File: src/rtl/radio_seq_pkg.sv
package radio_seq_pkg;

  localparam int TX_EN_BIT = 14;
  localparam int RX_EN_BIT = 13;
  localparam int NB_EN_BIT = 12;

  typedef enum logic [1:0] {
    ST_IDLE   = 2'd0,
    ST_WRITE  = 2'd1,
    ST_ACTIVE = 2'd2,
    ST_HOLD   = 2'd3
  } seqState_t;

  typedef struct packed {
    logic loadRx;
    logic loadTx;
    logic loadHold;
    logic decHold;
  } seqStrobe_t;

endpackage

File: src/rtl/radio_seq_datapath.sv
module radio_seq_datapath
  import radio_seq_pkg::*;
#(
  parameter int DATA_W     = 16,
  parameter int HOLD_CYC   = 8,
  parameter bit RX_HOLD_EN = 1'b1
) (
  input  logic              clk,
  input  logic              rstN,
  input  seqStrobe_t        strb,
  output logic              modeIsTx,
  output logic [DATA_W-1:0] wrData,
  output logic              holdDone,
  output logic              holdNone
);

  localparam int RX_HOLD = RX_HOLD_EN ? HOLD_CYC : 0;
  localparam int CNT_W   = $clog2(HOLD_CYC + 1) < 1 ? 1 : $clog2(HOLD_CYC + 1);
  localparam logic [CNT_W-1:0] TX_LOAD = CNT_W'(HOLD_CYC > 0 ? HOLD_CYC - 1 : 0);
  localparam logic [CNT_W-1:0] RX_LOAD = CNT_W'(RX_HOLD > 0 ? RX_HOLD - 1 : 0);
  localparam bit TX_NONE = (HOLD_CYC == 0);
  localparam bit RX_NONE = (RX_HOLD == 0);

  logic [CNT_W-1:0] holdCnt;

  always_ff @(posedge clk) begin
    if (!rstN) begin
      modeIsTx <= 1'b0;
    end else if (strb.loadTx) begin
      modeIsTx <= 1'b1;
    end else if (strb.loadRx) begin
      modeIsTx <= 1'b0;
    end
  end

  always_comb begin
    wrData            = '0;
    wrData[TX_EN_BIT] = modeIsTx;
    wrData[NB_EN_BIT] = modeIsTx;
    wrData[RX_EN_BIT] = !modeIsTx;
  end

  always_ff @(posedge clk) begin
    if (!rstN) begin
      holdCnt <= '0;
    end else if (strb.loadHold) begin
      holdCnt <= modeIsTx ? TX_LOAD : RX_LOAD;
    end else if (strb.decHold) begin
      holdCnt <= holdCnt - 1'b1;
    end
  end

  assign holdDone = (holdCnt == '0);
  assign holdNone = modeIsTx ? TX_NONE : RX_NONE;

  AST_DEC_ABOVE_ZERO: assert property (@(posedge clk) disable iff (!rstN)
    strb.decHold |-> holdCnt != '0);

endmodule

File: src/rtl/radio_seq_control.sv
module radio_seq_control
  import radio_seq_pkg::*;
(
  input  logic       clk,
  input  logic       rstN,
  input  logic       startRx,
  input  logic       startTx,
  input  logic       endCycle,
  input  logic       wrAck,
  input  logic       modeIsTx,
  input  logic       holdDone,
  input  logic       holdNone,
  output seqStrobe_t strb,
  output logic       wrReq,
  output logic       radioStrobe,
  output logic       busy,
  output logic       accessGrant,
  output logic       reqError
);

  seqState_t state, stateNext;

  always_comb begin
    stateNext = state;
    strb      = '0;
    unique case (state)
      ST_IDLE: begin
        if (startTx) begin
          strb.loadTx = 1'b1;
          stateNext   = ST_WRITE;
        end else if (startRx) begin
          strb.loadRx = 1'b1;
          stateNext   = ST_WRITE;
        end
      end
      ST_WRITE: begin
        if (wrAck) stateNext = ST_ACTIVE;
      end
      ST_ACTIVE: begin
        if (endCycle) begin
          if (holdNone) begin
            stateNext = ST_IDLE;
          end else begin
            strb.loadHold = 1'b1;
            stateNext     = ST_HOLD;
          end
        end
      end
      ST_HOLD: begin
        if (holdDone) stateNext = ST_IDLE;
        else          strb.decHold = 1'b1;
      end
      default: stateNext = ST_IDLE;
    endcase
  end

  always_ff @(posedge clk) begin
    if (!rstN) begin
      state    <= ST_IDLE;
      reqError <= 1'b0;
    end else begin
      state    <= stateNext;
      reqError <= (startRx || startTx) && (state != ST_IDLE);
    end
  end

  assign wrReq       = (state == ST_WRITE);
  assign radioStrobe = (state == ST_ACTIVE);
  assign busy        = (state != ST_IDLE);
  assign accessGrant = (state == ST_IDLE);

  AST_ACK_WAIT: assert property (@(posedge clk) disable iff (!rstN)
    wrReq && !wrAck |=> wrReq);
  AST_STROBE_AFTER_ACK: assert property (@(posedge clk) disable iff (!rstN)
    $rose(radioStrobe) |-> $past(wrAck));
  AST_STROBE_NO_GRANT: assert property (@(posedge clk) disable iff (!rstN)
    radioStrobe |-> !accessGrant);
  AST_WRITE_NO_GRANT: assert property (@(posedge clk) disable iff (!rstN)
    wrReq |-> !accessGrant);
  AST_TX_FALL_LOCK: assert property (@(posedge clk) disable iff (!rstN)
    $fell(radioStrobe) && modeIsTx |-> !accessGrant);
  AST_ERR_AFTER_BUSY: assert property (@(posedge clk) disable iff (!rstN)
    reqError |-> $past(busy));

endmodule

File: src/rtl/radio_mode_seq.sv
module radio_mode_seq
  import radio_seq_pkg::*;
#(
  parameter int ADDR_W     = 4,
  parameter int DATA_W     = 16,
  parameter int CTRL_ADDR  = 2,
  parameter int HOLD_CYC   = 8,
  parameter bit RX_HOLD_EN = 1'b1
) (
  input  logic              clk,
  input  logic              rstN,
  input  logic              startRx,
  input  logic              startTx,
  input  logic              endCycle,
  input  logic              wrAck,
  output logic              wrReq,
  output logic [ADDR_W-1:0] wrAddr,
  output logic [DATA_W-1:0] wrData,
  output logic              radioStrobe,
  output logic              busy,
  output logic              accessGrant,
  output logic              reqError
);

  seqStrobe_t strb;
  logic       modeIsTx;
  logic       holdDone;
  logic       holdNone;

  assign wrAddr = ADDR_W'(CTRL_ADDR);

  radio_seq_control i_control (
    .clk         (clk),
    .rstN        (rstN),
    .startRx     (startRx),
    .startTx     (startTx),
    .endCycle    (endCycle),
    .wrAck       (wrAck),
    .modeIsTx    (modeIsTx),
    .holdDone    (holdDone),
    .holdNone    (holdNone),
    .strb        (strb),
    .wrReq       (wrReq),
    .radioStrobe (radioStrobe),
    .busy        (busy),
    .accessGrant (accessGrant),
    .reqError    (reqError)
  );

  radio_seq_datapath #(
    .DATA_W     (DATA_W),
    .HOLD_CYC   (HOLD_CYC),
    .RX_HOLD_EN (RX_HOLD_EN)
  ) i_datapath (
    .clk      (clk),
    .rstN     (rstN),
    .strb     (strb),
    .modeIsTx (modeIsTx),
    .wrData   (wrData),
    .holdDone (holdDone),
    .holdNone (holdNone)
  );

endmodule

File: config.mk
export PLATFORM = sky130hd
export DESIGN_NAME = radio_mode_seq
export DESIGN_NICKNAME = d
export VERILOG_FILES = /design/src/rtl/radio_seq_pkg.sv /design/src/rtl/radio_seq_datapath.sv /design/src/rtl/radio_seq_control.sv /design/src/rtl/radio_mode_seq.sv
export SDC_FILE = /design/constraint.sdc
export NUM_CORES = 1
export LEC_CHECK = 0
export ABC_AREA = 1
export BUFFER_PORTS_ARGS = -buffer_cell sky130_fd_sc_hd__buf_2
export CORE_ASPECT_RATIO = 1.25
export CORE_UTILIZATION = 40
export DETAILED_ROUTE_END_ITERATION = 10
export PLACE_DENSITY = 0.75
export SLEW_MARGIN = 20
export SYNTH_ARGS = -nofsm -noshare
export SYNTH_HDL_FRONTEND = slang
export SYNTH_SLANG_ARGS = --single-unit
File: constraint.sdc
create_clock -name clk -period 3.4 [get_ports clk]
set_input_delay 0.51 -clock clk [delete_from_list [all_inputs] [get_ports clk]]
set_output_delay 0.51 -clock clk [all_outputs]
set_load 0.03 [all_outputs]
==> flow_summary_export.csv, run 1 <==
group,metric,value,unit
run_status,outcome,"complete, no violations",
floorplanning,die_h,47.82,um
setup_path,cpMostUsedCell,"inv_1",
pwr,swShare,52.43,%
pwr,p_int,0.2658,mW
setup_path,r2r_cells,8,
global_route,grt_util_met1,12.71,%
clocking,cts.clk_slew.worst_paths,0.06,ns
layout,diodes,0,
synthesis,netlist.area_leader.share,23.84,%
placed_design,dp_cells,126,
placed_design,io_buffers,13,
floorplanning,die_area,1848,um^2
synthesis,ys_warn_count,0,
route,antenna_left,0,
placed_design,dp_slack,1.883,ns
setup_path,cp.required,2.89,ns
setup_path,path_cells,"inv_1 -> ha_1 -> inv_1 -> buf_2",
pwr,finalPower,0.5588,mW
global_route,grtUsageTotal,13.19,%
setup_path,cp_max_fo,5,
global_route,antenna_found_initial,0,
clocking,cts_max_level,1,
clocking,cts_hold_buf,0,
placed_design,finalWeightedCongestion,0.8042,
pwr,cellPowerDensity,803.3,nW/um^2
timing,tns,0,ns
layout,final_net_count,125,
layout,drive_gt1_share,19.82,%
global_route,grt_pass1_vias,471,
setup_path,crit_arrival,1.29,ns
clocking,tritoncts,"built",
synthesis,ys_seq_area_share,23.84,%
floorplanning,rows,16,
timing,period_needed,1.797,ns
route,wl,1.104,mm
pwr,pwr-share-seq,25.1,%
timing,fin_crit_sh,52.85,%
route,drtIter0Drc,6,
global_route,gr-total-overflow,0,
clocking,cts_root_buffer,"clkbuf_4",
clocking,cts_setup_buffers,0,
synthesis,synthTopCellsByArea,"dfxtp_1 (24%), buf_4 (21%), ha_1 (11%)",
setup_path,crit_path_start_kind,"flop",
hold_path,hold_depth,3,
pwr,leakage,0.4016,nW
floorplanning,die_x,38.66,um
clocking,cts_made_buffers,3,
global_route,busiest_layer,"met2",
synthesis,synth.avg_cell_area,6.787,um^2
setup_path,cpMaxStageDelayCell,"dfxtp_1",
pwr,p_switching,0.2930,mW
synthesis,ys_seq_elements,8,
route,post_drt_wl_per_cell,8.558,um
layout,fillers,167,
layout,multi_input_area,372.9,um^2
setup_path,max_stage_delay,0.37,ns
flow_run,max_cap_viol_count,0,
layout,regArea,160.2,um^2
layout,area_delta_synth_final,3.538,%
pwr,peakVddDrop,338.9,uV
timing,drv_slew,0,
clocking,clockBufferDepth,2,
synthesis,synth_cell_types,17,
timing,max_freq,556.5,MHz
global_route,use_met2,25.00,%
layout,final-instance-count-excl-fill,129,
synthesis,synthCells,99,
global_route,grtUsageMet3,2.791,%
timing,rsz0062_at_grt,"no",
setup_path,path_class,"reg2out",
timing,finalSetupViolCount,0,
synthesis,syn_area,671.9,um^2
global_route,grt_start_max_net_pins,7,
timing,fin_skew,0.009547,ns
clocking,cts-resized-gates,0,
clocking,insertion_delay,0.27,ns
route,avgViaCountPerCell,4.434,
pwr,p_clk_share,14.0,%
floorplanning,io_pins,31,
timing,timing.final.ws_setup,1.603,ns
timing,finalHoldViolations,0,
route,num_vias,572,
setup_path,end_kind,"output port",
synthesis,yosys.area.top_type,"dfxtp_1",
placed_design,hpwl,888.2,um
global_route,grt_pass1_wl,1.669,mm
floorplanning,core,1562,um^2
route,firstDrtPassIters,4,
pwr,p_comb_share,60.9,%
floorplanning,initial_core_util,43.03,%
clocking,numClockSinks,8,
hold_path,hp-class,"in2reg",
route,post-route-drc-count,0,
[routing by layer]
metal / vias to the layer above / share of wire [%]
li1: 291 / -
met1: 246 / 41
met2: 30 / 49
met3: 5 / 6.6
met4: 0 / 3.6
met5: - / 0
[power by group through the flow]
stage / sequential, mW / combinational, mW / clock [mW]
2_1_floorplan: 0.147 / 0.290 / 0
3_3_place_gp: 0.141 / 0.332 / 0
3_5_place_dp: 0.142 / 0.340 / 0
4_1_cts: 0.140 / 0.343 / 0.0769
5_1_grt: 0.143 / 0.384 / 0.0792
6_report: 0.140 / 0.340 / 0.0783
[critical path, delay by kind of cell (launching register included)]
family | cells | cell delay (ns)
flops | 1 | 0.37
buf+inv | 3 | 0.40
fa+ha+maj | 1 | 0.26
[area by class of cell]
type,instances,area share (%)
Multi-Input combinational cell,73,53.60
Sequential cell,8,23.02
Timing Repair Buffer,13,9.353
Inverter,14,7.554
Clock buffer,3,3.237
Tap cell,18,3.237
[cells in the mapped netlist]
| master | instances |
|---|---|
| nand2_1 | 18 |
| nor2_2 | 2 |
| nand3b_1 | 2 |
| a21oi_2 | 1 |
| nor3_1 | 1 |
| conb_1 | 2 |
| nor2_1 | 12 |
| ha_1 | 6 |
| nand2_2 | 2 |
| nand4_1 | 1 |
| buf_4 | 19 |
| inv_1 | 14 |
| dfxtp_1 | 8 |
| a21boi_2 | 1 |
| nand3_1 | 5 |
| o21ai_0 | 1 |
| a21oi_1 | 4 |
[registers in the layout, summed over array words and instances, names as in the netlist]
register             flops
i_control.reqError       1
i_control.state          2
i_datapath.holdCnt       4
i_datapath.modeIsTx      1
[cells by family (layout without fill, tap and decap cells)]
logic type                 count (synthesis)  in the layout  synth area share (%)
other                                      2             17                 1.118
buffers and inverters                     33             30                 29.05
and+or+nand+nor                           43             43                 28.12
AOI/OAI and AO/OA                          7              7                 6.703
DFF                                        8              8                 23.84
adders and majority gates                  6              6                 11.17
[cells in the final DEF, fill, tap and decap left out, drive strengths merged]
cell type  count
nand2         20
nand3b         2
dfxtp          8
a21oi          5
o21ai          1
buf           13
ha             6
nor3           1
conb          17
nand3          5
nand4          1
inv           14
clkbuf         3
a21boi         1
nor2          14
[stage by stage]
stage / hold WS (ns) / instance area (um^2) / util (%)
after global routing: 0.5258 / 695.7 / 44.55
after global placement: 0.4897 / 673.1 / 43.11
final: 0.4914 / 695.7 / 44.55
after floorplan: 0.4760 / 728.2 / -
after detailed placement: 0.4939 / 673.1 / 43.11
after CTS: 0.4960 / 695.7 / 44.55
[path summary, 6_finish.rpt]
kind / start / end / slack (ns)
worst min register to register: i_datapath.modeIsTx$_SDFFE_PN0P_ / i_datapath.modeIsTx$_SDFFE_PN0P_ / 0.50
worst max register to register: i_control.state[0]$_SDFFE_PN0P_ / i_control.state[0]$_SDFFE_PN0P_ / 2.04
worst min-delay path: rstN / i_datapath.holdCnt[1]$_SDFFE_PN0P_ / 0.49
worst max-delay path: i_control.state[0]$_SDFFE_PN0P_ / busy / 1.60
Note: power is estimated with default switching activity, not from simulation.
==> inputs of run 2 (changes only) <==
--- a/config.mk
+++ b/config.mk
@@ -5,12 +5,11 @@
 export SDC_FILE = /design/constraint.sdc
 export NUM_CORES = 1
 export LEC_CHECK = 0
-export ABC_AREA = 1
+export ABC_AREA = 0
 export BUFFER_PORTS_ARGS = -buffer_cell sky130_fd_sc_hd__buf_2
-export CORE_ASPECT_RATIO = 1.25
 export CORE_UTILIZATION = 40
 export DETAILED_ROUTE_END_ITERATION = 10
-export PLACE_DENSITY = 0.75
+export PLACE_DENSITY = 0.79
 export SLEW_MARGIN = 20
 export SYNTH_ARGS = -nofsm -noshare
 export SYNTH_HDL_FRONTEND = slang
==> constraint.sdc (replaced) <==
create_clock -name clk -period 1.55 [get_ports clk]
set_input_delay 0.2325 -clock clk [delete_from_list [all_inputs] [get_ports clk]]
set_output_delay 0.2325 -clock clk [all_outputs]
set_load 0.03 [all_outputs]
==> run 2 against run 1 <==
Against the previous run: the flow now finishes with violations (negative setup slack); worst setup slack lost 1.6 ns; via count shrank 17%; critical endpoint is now i_control.state[0]$_SDFFE_PN0P_; cell area grew 2.7%; sequential share of layout area grew 0.27 points; wire length is 3.7% lower; sequential cell count stayed put; largest cell class unchanged; critical path type is now reg2reg; cell count shrank 19%; power increased by 140%; highest routed layer unchanged.
==> flow_summary_export.csv, run 2 <==
group,metric,value,unit
route,drtIter0Drc,5,
clocking,cts_made_buffers,3,
placed_design,io_buffers,13,
clocking,clockBufferDepth,2,
synthesis,netlist_top_cells_count,"buf_4 (19), dfxtp_1 (8), nand2_1 (8)",
route,avgViaCountPerCell,4.533,
layout,diodes,0,
layout,drive_gt1_share,35.56,%
global_route,grt_pass1_wl,1.745,mm
route,post-route-drc-count,0,
layout,final_net_count,104,
layout,top_regs,"i_datapath.holdCnt (4), i_control.state (2)",
setup_path,max_stage_delay,0.40,ns
timing,finalHoldViolations,0,
layout,layout_common_cells,"conb_1 (17), buf_2 (12), nand2_1 (8)",
clocking,insertion_delay,0.25,ns
setup_path,end_kind,"flop",
layout,largest_reg_flops,4,
clocking,cts_root_buffer,"clkbuf_4",
setup_path,crit_arrival,1.76,ns
pwr,cellPowerDensity,1869,nW/um^2
synthesis,netlist.area_leader.share,25.30,%
layout,largest_register,"i_datapath.holdCnt",
clocking,cts_max_level,1,
pwr,leakage,0.3522,nW
run_status,outcome,"complete, but fails checks",
layout,fillers,131,
timing,finalSetupViolCount,2,
timing,period_needed,1.592,ns
synthesis,yosys.area.top_type,"dfxtp_1",
clocking,cts.clk_slew.worst_paths,0.05,ns
setup_path,cp.buffers_inverters,1,
timing,rsz0062_at_grt,"yes",
hold_path,hp-class,"in2reg",
setup_path,path_delay_family,"simple AND/OR/NAND/NOR gates",
run_status,violations,"negative setup slack",
floorplanning,die_h,41.79,um
synthesis,ys_seq_elements,8,
global_route,grtUsageTotal,13.61,%
placed_design,dp_slack,-0.06161,ns
global_route,grt_pass1_vias,413,
synthesis,synth_edf_count,0,
route,post_drt_wl_per_cell,10.12,um
clocking,numClockSinks,8,
synthesis,ys_warn_count,0,
floorplanning,io_pins,31,
clocking,tritoncts,"built",
placed_design,hpwl,848,um
floorplanning,die_x,41.79,um
layout,area_delta_synth_final,12.85,%
floorplanning,rows,13,
setup_path,rrSetupSlack,-0.04,ns
pwr,peakVddDrop,996.0,uV
synthesis,synthTopCellsByArea,"dfxtp_1 (25%), buf_4 (23%), ha_1 (12%)",
floorplanning,die_area,1746,um^2
timing,fin_skew,0.0007517,ns
flow_run,max_cap_viol_count,0,
floorplanning,core,1383,um^2
timing,drv_slew,0,
setup_path,cpMaxStageDelayCell,"or3b_4",
placed_design,dp_cells,101,
setup_path,cp_max_fo,3,
synthesis,synthFlopType,"dfxtp_1",
route,firstDrtPassIters,4,
synthesis,async_flop_share,0,%
layout,final_util,51.67,%
synthesis,ys_seq_area_share,25.30,%
global_route,antenna_found_initial,0,
global_route,gr-total-overflow,0,
setup_path,crit_path_start_kind,"flop",
layout,final-instance-count-excl-fill,105,
synthesis,synthCells,74,
synthesis,yosysMostFrequentCell,"buf_4",
setup_path,path_class,"reg2reg",
global_route,grt_start_max_net_pins,8,
synthesis,synth.avg_cell_area,8.556,um^2
floorplanning,initial_core_util,45.79,%
route,antenna_left,0,
timing,fin_crit_sh,102.7,%
setup_path,cp.required,1.72,ns
route,num_vias,476,
timing,timing.final.ws_setup,-0.04182,ns
setup_path,path_cells,"inv_2 -> ha_4 -> or3b_4 -> a2111oi_4 -> mux2i_1",
placed_design,finalWeightedCongestion,0.7889,
synthesis,syn_area,633.1,um^2
synthesis,synth_cell_types,24,
layout,final_common_cell,"conb_1",
route,wl,1.063,mm
timing,max_freq,628.2,MHz
[run 2: final timing paths]
kind              cells past startpoint                                from                               end
hold / removal                        3                             startTx  i_datapath.modeIsTx$_SDFFE_PN0P_
setup / recovery                      5  i_datapath.holdCnt[1]$_SDFFE_PN0P_   i_control.state[0]$_SDFFE_PN0P_
hold reg to reg                       2     i_control.state[1]$_SDFFE_PN0P_   i_control.state[1]$_SDFFE_PN0P_
setup reg to reg                      5  i_datapath.holdCnt[1]$_SDFFE_PN0P_   i_control.state[0]$_SDFFE_PN0P_
[run 2: final cells by class]
| class | count | area (um^2) | area share [%] |
|---|---|---|---|
| clock buffers | 3 | 22.52 | 3.152 |
| inverters | 7 | 26.28 | 3.678 |
| multi-input cells | 55 | 382.9 | 53.59 |
| well taps | 15 | 18.77 | 2.627 |
| flip-flops and latches | 8 | 166.4 | 23.29 |
| repair buffers | 17 | 97.59 | 13.66 |
[run 2: cell families after synthesis]
| kind of cell | count (synthesis) | share of synthesized area (%) |
|---|---|---|
| AO/OA/AOI/OAI | 7 | 10.67 |
| adder cells (fa/ha/maj) | 6 | 11.86 |
| buffers and inverters | 26 | 26.68 |
| flip-flops | 8 | 25.30 |
| multiplexers | 3 | 4.743 |
| other | 2 | 1.186 |
| AND/OR/NAND/NOR | 22 | 19.57 |
[run 2: timing repair]
item / 4_1_cts / 5_1_grt
hold buffers: 0 / 0
hold endpoints to repair: 0 / 0
resized for setup: 6 / 5
gates cloned: 0 / 0
endpoints found under the setup margin: 3 / 6
buffers inserted: 1 / 0
pin swaps: 0 / 1
[run 2: worst register-to-register path: stages, from the launching register on]
cell,delay (ns)
dfxtp_2,0.32
inv_2,0.07
ha_4,0.12
or3b_4,0.40
a2111oi_4,0.36
mux2i_1,0.24
[run 2: layer usage]
| metal | wire length (um) | vias up | GRT usage [%] |
|---|---|---|---|
| met5 | 0 | - | 0 |
| met4 | 26 | 0 | 9.677 |
| li1 | - | 246 | - |
| met3 | 69 | 4 | 3.913 |
| met1 | 455 | 202 | 13.61 |
| met2 | 512 | 24 | 23.75 |
[run 2: power by group]
part / leakage [nW] / internal (mW) / total (mW) / switching (mW)
logic: 0.271 / 0.332 / 0.848 / 0.515
clock network: 0.0138 / 0.0885 / 0.159 / 0.0700
registers: 0.0669 / 0.277 / 0.329 / 0.0525
total: 0.352 / 0.698 / 1.34 / 0.638
[run 2: metrics by stage]
stage               setup TNS, ns  instance area [um^2]  hold slack (ns)  total power [mW]
finish                   -0.07516                 714.4           0.2552             1.335
global placement                0                 658.1           0.4822             1.089
CTS                      -0.03909                 703.2           0.2507             1.323
global route              -0.2279                 714.4           0.2893             1.452
detailed placement        -0.1110                 658.1           0.4923             1.120
floorplan                       0                 694.4           0.3788            0.9739
==> inputs of run 3 (changes only) <==
--- a/config.mk
+++ b/config.mk
@@ -6,11 +6,12 @@
 export NUM_CORES = 1
 export LEC_CHECK = 0
 export ABC_AREA = 0
-export BUFFER_PORTS_ARGS = -buffer_cell sky130_fd_sc_hd__buf_2
 export CORE_UTILIZATION = 40
 export DETAILED_ROUTE_END_ITERATION = 10
-export PLACE_DENSITY = 0.79
+export DONT_BUFFER_PORTS = 1
+export PLACE_DENSITY = 0.61
 export SLEW_MARGIN = 20
 export SYNTH_ARGS = -nofsm -noshare
 export SYNTH_HDL_FRONTEND = slang
+export SYNTH_HIERARCHICAL = 1
 export SYNTH_SLANG_ARGS = --single-unit
==> run 3 against run 2 <==
Against the previous run: the flow now finishes without violations; sequential share of layout area increased by 0.56 points; critical endpoint is now i_datapath/holdCnt[2]$_SDFFE_PN0P_; clock-buffer cell count unchanged; highest routed layer unchanged; combinational power decreased by 74%; critical path type unchanged.
==> flow_summary_export.csv, run 3 <==
group,metric,value,unit
route,firstDrtPassIters,3,
layout,fillers,135,
layout,top_regs,"i_datapath/holdCnt (4), i_control/state (2)",
run_status,outcome,"complete, no violations",
timing,fin_crit_sh,96.18,%
floorplanning,initial_core_util,44.60,%
layout,final_net_count,88,
hold_path,hold_end,"i_datapath/holdCnt[0]$_SDFFE_PN0P_",
clocking,insertion_delay,0.26,ns
synthesis,yosys.area.top_type,"dfxtp_1",
floorplanning,die_h,41.03,um
synthesis,synth.avg_cell_area,8.705,um^2
clocking,clockBufferDepth,2,
timing,hold_slack,0.08359,ns
global_route,grt_start_max_net_pins,9,
placed_design,hpwl,729.7,um
synthesis,synthCells,70,
floorplanning,die_x,41.03,um
layout,diodes,0,
layout,drive_gt1_share,37.97,%
hold_path,hp-class,"in2reg",
setup_path,path_class,"reg2reg",
clocking,cts.clk_slew.worst_paths,0.06,ns
placed_design,io_buffers,0,
setup_path,r2r_cells,7,
timing,finalSetupViolCount,0,
synthesis,netlist_top_cells_count,"buf_4 (20), dfxtp_1 (8), inv_1 (5)",
route,wl,1.009,mm
synthesis,synth_cell_types,30,
flow_run,max_cap_viol_count,0,
floorplanning,io_pins,31,
layout,largest_reg_flops,4,
hold_path,hold_depth,1,
timing,fin_skew,0.003393,ns
layout,area_delta_synth_final,11.91,%
layout,final_util,49.91,%
synthesis,async_flop_share,0,%
route,post_drt_wl_per_cell,10.73,um
setup_path,rrSetupSlack,0.06,ns
synthesis,ys_seq_area_share,26.28,%
global_route,antenna_found_initial,0,
route,post-route-drc-count,0,
hold_path,min-delay-start,"rstN",
placed_design,dp_slack,-0.02971,ns
placed_design,finalWeightedCongestion,0.7248,
setup_path,end_kind,"flop",
route,avgViaCountPerCell,4.457,
timing,max_freq,670.8,MHz
setup_path,reg2reg_to,"i_datapath/holdCnt[2]$_SDFFE_PN0P_",
synthesis,synth_edf_count,0,
pwr,peakVddDrop,420.9,uV
pwr,leakage,0.3317,nW
timing,period_needed,1.491,ns
setup_path,cp_max_fo,6,
placed_design,dpl_cell_area,610.6,um^2
clocking,cts_root_buffer,"clkbuf_4",
synthesis,netlist.area_leader.share,26.28,%
route,drtIter0Drc,5,
global_route,gr-total-overflow,0,
pwr,cellPowerDensity,929.5,nW/um^2
global_route,grtUsageTotal,13.92,%
floorplanning,core,1366,um^2
route,num_vias,419,
synthesis,yosysMostFrequentCell,"buf_4",
clocking,tritoncts,"built",
setup_path,cp.required,1.71,ns
clocking,cts_made_buffers,3,
timing,drv_slew,0,
placed_design,dp_cells,90,
timing,finalHoldViolations,0,
synthesis,syn_area,609.3,um^2
synthesis,ys_warn_count,6,
synthesis,synthTopCellsByArea,"dfxtp_1 (26%), buf_4 (25%), nor2b_1 (4.1%)",
setup_path,r2r_start,"i_datapath/holdCnt[1]$_SDFFE_PN0P_",
clocking,cts_max_level,1,
layout,largest_register,"i_datapath/holdCnt",
layout,final_common_cell,"conb_1",
synthesis,synthFlopType,"dfxtp_1",
timing,timing.final.ws_setup,0.05915,ns
layout,final_cell_area,681.9,um^2
route,antenna_left,0,
synthesis,ys_seq_elements,8,
setup_path,crit_arrival,1.65,ns
layout,final-instance-count-excl-fill,94,
floorplanning,die_area,1683,um^2
timing,rsz0062_at_grt,"yes",
clocking,numClockSinks,8,
global_route,grt_pass1_vias,340,
layout,layout_common_cells,"conb_1 (18), buf_4 (11), dfxtp_1 (6), inv_2 (4)",
floorplanning,rows,13,
setup_path,crit_path_start_kind,"flop",
global_route,grt_pass1_wl,1.373,mm
## run 3: cell types whose count changed after synthesis, sizes merged, moves of 2 or more
| cell | before | now |
|---|---|---|
| o21a | 0 | 2 |
| nor2b | 2 | 4 |
| nand3 | 2 | 0 |
| buf | 19 | 21 |
| and4 | 2 | 0 |
| nand2 | 8 | 1 |
| ha | 6 | 1 |
| and3 | 0 | 2 |
| nor3b | 1 | 3 |
## run 3: logic make-up (layout without fill, tap and decap cells)
| group | Yosys count | count (layout) | synth area share [%] |
|---|---|---|---|
| compound gates | 6 | 6 | 7.597 |
| mux | 3 | 3 | 6.981 |
| xor+xnor | 1 | 1 | 1.438 |
| buf+inv | 27 | 21 | 30.18 |
| other cells | 3 | 18 | 1.848 |
| fa+ha+maj | 1 | 1 | 2.053 |
| flops | 8 | 8 | 26.28 |
| simple gates | 21 | 21 | 23.62 |
## run 3: layout make-up
class | count | area [um^2] | area share [%]
multi-input combinational | 50 | 361.6 | 53.03
sequential | 8 | 162.7 | 23.85
timing repair buffer | 12 | 93.84 | 13.76
clock buffer | 3 | 22.52 | 3.303
inverter | 6 | 22.52 | 3.303
tap | 15 | 18.77 | 2.752
## run 3: worst max-delay path by stage
stage,start,to,slack (ns)
2_1_floorplan,i_datapath/holdCnt[0]$_SDFFE_PN0P_,i_datapath/holdCnt[3]$_SDFFE_PP0P_,0.006
3_3_place_gp,i_datapath/holdCnt[0]$_SDFFE_PN0P_,i_datapath/holdCnt[3]$_SDFFE_PP0P_,-0.008
3_5_place_dp,i_datapath/holdCnt[0]$_SDFFE_PN0P_,i_datapath/holdCnt[3]$_SDFFE_PP0P_,-0.03
4_1_cts,i_datapath/holdCnt[0]$_SDFFE_PN0P_,i_datapath/holdCnt[3]$_SDFFE_PP0P_,0.03
5_1_grt,i_datapath/holdCnt[1]$_SDFFE_PN0P_,i_datapath/holdCnt[0]$_SDFFE_PN0P_,-0.02
6_report,i_datapath/holdCnt[1]$_SDFFE_PN0P_,i_datapath/holdCnt[2]$_SDFFE_PN0P_,0.06
## run 3: power breakdown
part | internal, mW | switching, mW | total (mW)
combinational | 0.0777 | 0.144 | 0.222
clock | 0.0892 | 0.0794 | 0.169
sequential | 0.221 | 0.0225 | 0.243
## run 3: repair_timing
action                                 CTS  global route
cloned                                   0             0
pin swaps                                0             3
setup endpoints to repair                4             4
gates resized for setup                  2            12
setup buffers                            0             1
hold buffers                             0             0
endpoints found under the hold margin    0             0
## run 3: metrics by stage
stage,total power [mW],setup TNS [ns]
after floorplan,0.4533,0
after global placement,0.4489,-0.008451
after detailed placement,0.4527,-0.05045
after CTS,0.6298,0
after global routing,0.6760,-0.02847
final,0.6338,0
## run 3: metal layers
layer	track usage (%)	vias to the layer above	share of wire, %
met5	0	-	0
li1	-	208	-
met2	23.44	19	54
met4	10.00	0	2.2
met3	8.696	4	7.9
met1	11.73	188	36
## run 3: critical path: stages (launching register included)
cell     delay (ns)
dfxtp_2        0.32
inv_2          0.07
ha_4           0.13
nor3b_4        0.19
inv_2          0.05
and3_4         0.20
a211o_1        0.26
and3_4         0.16
